==> src/rtl/cnv3_pkg.sv <==
package cnv3_pkg;
    typedef enum logic [0:0] {
        FR_IDLE = 1'b0,
        FR_RUN  = 1'b1
    } fr_state_t;
endpackage

==> src/rtl/cnv3_taps.sv <==
module cnv3_taps #(
    parameter int unsigned K = 3,
    parameter int unsigned N = 3,
    parameter logic [N*K-1:0] GEN = {3'b101, 3'b111, 3'b111}
) (
    input  logic [K-1:0] win,
    output logic [N-1:0] code
);
    // code[j] is the parity of the window cells selected by generator j
    for (genvar j = 0; j < N; j++) begin : g_tap
        assign code[j] = ^(win & GEN[j*K +: K]);
    end
endmodule

==> src/rtl/cnv3_frame_ctl.sv <==
module cnv3_frame_ctl
    import cnv3_pkg::*;
#(
    parameter int unsigned FRAME_LEN = 12,
    localparam int unsigned CW = $clog2(FRAME_LEN + 1)
) (
    input  logic      clk,
    input  logic      rst_n,
    input  logic      accept,
    input  logic      sof,
    output logic      emit,
    output logic      last,
    output fr_state_t state
);
    logic [CW-1:0] cnt;
    logic [CW-1:0] cnt_nxt;

    always_comb begin
        cnt_nxt = sof ? CW'(1) : cnt + CW'(1);
        emit    = 1'b0;
        unique case (state)
            FR_IDLE: emit = accept && sof;
            FR_RUN:  emit = accept;
            default: emit = 1'b0;
        endcase
        last = emit && (cnt_nxt == CW'(FRAME_LEN));
    end

    always_ff @(posedge clk) begin
        if (!rst_n) begin
            state <= FR_IDLE;
            cnt   <= '0;
        end else if (emit) begin
            if (last) begin
                state <= FR_IDLE;
                cnt   <= '0;
            end else begin
                state <= FR_RUN;
                cnt   <= cnt_nxt;
            end
        end
    end

    AST_CNT_RANGE: assert property (@(posedge clk) disable iff (!rst_n)
        cnt <= CW'(FRAME_LEN));
    AST_LAST_TO_IDLE: assert property (@(posedge clk) disable iff (!rst_n)
        last |=> state == FR_IDLE);
    AST_IDLE_CNT_ZERO: assert property (@(posedge clk) disable iff (!rst_n)
        state == FR_IDLE |-> cnt == '0);
endmodule

==> src/rtl/cnv3_enc.sv <==
module cnv3_enc
    import cnv3_pkg::*;
#(
    parameter int unsigned FRAME_LEN = 12,
    parameter int unsigned K = 3,
    parameter int unsigned N = 3,
    parameter logic [N*K-1:0] GEN = {3'b101, 3'b111, 3'b111},
    localparam int unsigned HW = K - 1
) (
    input  logic         clk,
    input  logic         rst_n,
    input  logic         in_valid,
    input  logic         in_bit,
    input  logic         in_sof,
    output logic         in_ready,
    output logic         out_valid,
    output logic [N-1:0] out_sym,
    output logic         out_done,
    input  logic         out_ready
);
    logic          accept;
    logic          emit;
    logic          last;
    fr_state_t     state;
    logic [HW-1:0] hist;   // hist[0] = newest past bit (m1)
    logic [K-1:0]  win;    // win[0] = m0
    logic [N-1:0]  code;

    assign in_ready = !out_valid || out_ready;
    assign accept   = in_valid && in_ready;
    assign win      = {(in_sof ? {HW{1'b0}} : hist), in_bit};

    cnv3_frame_ctl #(.FRAME_LEN(FRAME_LEN)) u_ctl (
        .clk    (clk),
        .rst_n  (rst_n),
        .accept (accept),
        .sof    (in_sof),
        .emit   (emit),
        .last   (last),
        .state  (state)
    );

    cnv3_taps #(.K(K), .N(N), .GEN(GEN)) u_taps (
        .win  (win),
        .code (code)
    );

    always_ff @(posedge clk) begin
        if (!rst_n) begin
            hist <= '0;
        end else if (emit) begin
            hist <= win[HW-1:0];
        end
    end

    always_ff @(posedge clk) begin
        if (!rst_n) begin
            out_valid <= 1'b0;
            out_sym   <= '0;
            out_done  <= 1'b0;
        end else if (emit) begin
            out_valid <= 1'b1;
            out_sym   <= code;
            out_done  <= last;
        end else if (out_ready) begin
            out_valid <= 1'b0;
            out_done  <= 1'b0;
        end
    end

    AST_STALL_HOLD: assert property (@(posedge clk) disable iff (!rst_n)
        out_valid && !out_ready |=> out_valid && $stable(out_sym) && $stable(out_done));
    AST_STALL_NO_TAKE: assert property (@(posedge clk) disable iff (!rst_n)
        out_valid && !out_ready |-> !in_ready);
    AST_DONE_WITH_VALID: assert property (@(posedge clk) disable iff (!rst_n)
        out_done |-> out_valid);
    AST_EMIT_NEXT: assert property (@(posedge clk) disable iff (!rst_n)
        emit |=> out_valid);
    AST_IDLE_DROP: assert property (@(posedge clk) disable iff (!rst_n)
        state == FR_IDLE && accept && !in_sof |=> !out_valid);
endmodule

==> config.mk <==
export PLATFORM = sky130hd
export DESIGN_NAME = cnv3_enc
export DESIGN_NICKNAME = d
export VERILOG_FILES = /design/src/rtl/cnv3_pkg.sv /design/src/rtl/cnv3_taps.sv /design/src/rtl/cnv3_frame_ctl.sv /design/src/rtl/cnv3_enc.sv
export SDC_FILE = /design/constraint.sdc
export NUM_CORES = 1
export LEC_CHECK = 0
export ABC_AREA = 0
export BUFFER_PORTS_ARGS = -buffer_cell sky130_fd_sc_hd__clkbuf_2
export CELL_PAD_IN_SITES_DETAIL_PLACEMENT = 0
export CELL_PAD_IN_SITES_GLOBAL_PLACEMENT = 1
export CORE_MARGIN = 4
export CORE_UTILIZATION = 39
export DETAILED_ROUTE_END_ITERATION = 6
export PLACE_DENSITY = 0.74
export SLEW_MARGIN = 20
export SYNTH_ARGS = -nofsm -noshare
export SYNTH_HDL_FRONTEND = slang
export SYNTH_HIERARCHICAL = 1
export SYNTH_SLANG_ARGS = --single-unit
==> constraint.sdc <==
create_clock -name clk -period 1.8 [get_ports clk]
set_clock_uncertainty 0.05 [all_clocks]
set_input_delay 0.09 -clock clk [delete_from_list [all_inputs] [get_ports clk]]
set_output_delay 0.09 -clock clk [all_outputs]
set_load 0.05 [all_outputs]
==> flow_summary.ini <==
[outcome]
outcome = completed

[clock_network]
cts_hold_buf = 0
h-tree-depth = 1
clkLatencyLatePin_ns = 0.26
ctsResizeCount = 0
cts_buffer_depth = 2
root_buffer = clkbuf_4
cts_tree = built
postCtsSetupBuffers = 0
numCtsBuffers = 3
clk_pin_slew_ns = 0.08
cts.sinks = 12

[timing]
finalSetupViolCount = 0
fmaxAchievable_ghz = 0.640
fin_crit_sh = 0.869
slew_headroom = 0.768
maxSlewViolCount = 0
fin_crit_ns = 1.56
tightest_slew_ns = 0.347
fin_ws_ns = 0.237
timing.final.hold_violations = 0
rsz0062_at_grt = no
setup-tns-final_ns = 0
whs_ns = 0.0591

[die]
rows = 14
io_pins = 12
start_util = 0.419
die_area_sq_um = 2370
die_height_um = 48.7
core_area_sq_um = 1540
die_w_um = 48.7

[logic_synthesis]
ys_ff_latch = 12
syn-instance-count = 66
postSynthAreaPerCell_sq_um = 9.78
syn_area_sq_um = 646
ys_types = 31
synthesis.nets = 73
yosys_warnings = 6
ys_seq_area_frac = 0.372

[setup_path]
cp_slowest_cell = dfxtp_4
end_kind = flip-flop
path_delay_family = simple AND/OR/NAND/NOR gates
cp-start-kind = flip-flop
crit_type = reg -> reg
path_cells = nand2b_4 > and2_1 > o21ai_0 > inv_1 > and3b_1 > a31o_1
max_stage_delay_ns = 0.35
crit_required_ns = 1.91
crit_arrival_ns = 1.68
crit_buf_inv = 1
crit_fanout = 10

[global_routing]
track_usage = 0.102
grt_first_pass_wirelength_um = 1890
grt_max_degree = 18
grt_pass1_vias = 467
grt_remaining_overflow = 0
antenna_found_initial = 0

[route]
first_iter_violations = 5
vias = 490
wl_met1_um = 581
drc_errors = 0
top_layer = met4
finalWirelength_um = 1100
wl_met2_um = 441
met3WireLength_um = 56
ant_nets = 0
dr.pass1.iters = 3
via_per_inst = 5.10
wl_per_cell_um = 11.4

[pwr]
intPower_uw = 400
p_total_uw = 555
leakage_nw = 0.323
pwr-share-clk = 0.309
p_per_area_nw_per_um2 = 743
p_sw_uw = 156
power_frac_seq = 0.514
vdd_drop_max_mv = 0.445
switching_share = 0.280
comb_power_share = 0.177

[finish]
antennaDiodeCount = 0
final_core_utilization = 0.485
postLayoutCellArea_sq_um = 747
nFillCells = 144
final_cells = 96
drive_gt1_frac = 0.263
fin_nets = 88
syn2layout_area_growth_pct = 15.7

[placement]
postPlaceCellArea_sq_um = 721
place_hpwl_um = 816
dp_slack_ns = 0.244
gp_congestion = 0.703
placedCellCount = 92
port_buffers = 11

[hold_path]
hold_path_class = in -> reg

[job]
drv_cap = 0
Yosys cell counts:
master | instances | area share
dfxtp_1 | 12 | 0.37
nand2_1 | 8 | 0.047
nor2b_1 | 6 | 0.058
mux2i_1 | 4 | 0.062
inv_1 | 3 | 0.017
nand3_1 | 3 | 0.023
a21oi_1 | 2 | 0.016
a31o_1 | 2 | 0.027
and3b_1 | 2 | 0.027
o21ai_0 | 2 | 0.016
xor2_1 | 2 | 0.027
a211oi_1 | 1 | 0.012
a21boi_0 | 1 | 0.012
a21boi_2 | 1 | 0.017
a21o_1 | 1 | 0.012
and2_1 | 1 | 0.0097
buf_4 | 1 | 0.012
buf_6 | 1 | 0.017
ha_1 | 1 | 0.019
nand2_2 | 1 | 0.0097
nand2b_1 | 1 | 0.0097
nand3b_1 | 1 | 0.012
nor3_1 | 1 | 0.0077
nor3_4 | 1 | 0.025
nor4bb_1 | 1 | 0.016
o22a_1 | 1 | 0.014
o311a_1 | 1 | 0.016
o311ai_0 | 1 | 0.014
xnor2_1 | 1 | 0.014
xnor2_2 | 1 | 0.025
xor3_1 | 1 | 0.037
layer usage:
metal / track usage / vias up
met5: 0 / -
met4: 0.0673 / 0
met3: 0.0460 / 2
met2: 0.143 / 9
met1: 0.122 / 214
li1: - / 265
registers in the layout (all words and copies together), names as in the netlist:
| signal | count |
|---|---|
| u_ctl/cnt | 4 |
| hist | 2 |
| u_ctl/state | 1 |
| out_valid | 1 |
| out_done | 1 |
| out_sym | 3 |
worst reg2reg max path, stage by stage, from the launching register on:
cell and delay [ns]:
dfxtp_4 0.35, nand2b_4 0.07, and2_1 0.18, o21ai_0 0.13, inv_1 0.29, and3b_1 0.22
a31o_1 0.17
cell usage in the layout, fill, tap and decap left out, types with 2 or more instances in the layout:
master and instances:
a21oi_1 2, a31o_1 2, and3b_1 2, clkbuf_2 11
clkbuf_4 3, dfxtp_1 11, inv_1 3, mux2i_1 4
nand2_1 8, nand3_1 3, nor2b_1 6, o21ai_0 2
xor2_1 2
final timing paths:
check	startpoint	slack [ns]	to	depth (start not counted)
worst max-delay path	out_valid	0.24	hist[1]	6
worst min-delay path	out_ready	0.06	out_valid	3
worst max register to register	out_valid	0.24	hist[1]	6
worst min register to register	out_valid	0.45	out_valid	2
kinds of logic (layout without fill, tap and decap cells):
kind of cell / count (synthesis) / after routing / synth area share
DFF: 12 / 12 / 0.372
AOI/OAI and AO/OA: 13 / 13 / 0.153
muxes: 4 / 4 / 0.0620
and+or+nand+nor: 26 / 26 / 0.244
xor gates and xnor gates: 5 / 5 / 0.103
adders and majority gates: 1 / 1 / 0.0194
buffers and inverters: 5 / 19 / 0.0465
layout make-up:
cell class | instances | area (sq um) | share of cell area
clock buffers | 4 | 26.3 | 0.0352
inverters | 3 | 11.3 | 0.0151
multi-input cells | 49 | 383 | 0.513
flip-flops and latches | 12 | 244 | 0.327
well taps | 16 | 20.0 | 0.0268
repair buffers | 12 | 62.6 | 0.0838
power groups by stage:
stage / clock, mW / sequential [mW] / combinational, mW
after floorplan: 0 / 0.311 / 0.0576
after global placement: 0 / 0.291 / 0.100
after detailed placement: 0 / 0.292 / 0.0997
after CTS: 0.181 / 0.285 / 0.100
after global routing: 0.198 / 0.287 / 0.107
final: 0.171 / 0.285 / 0.0985
Note: power is estimated with default switching activity, not from simulation.
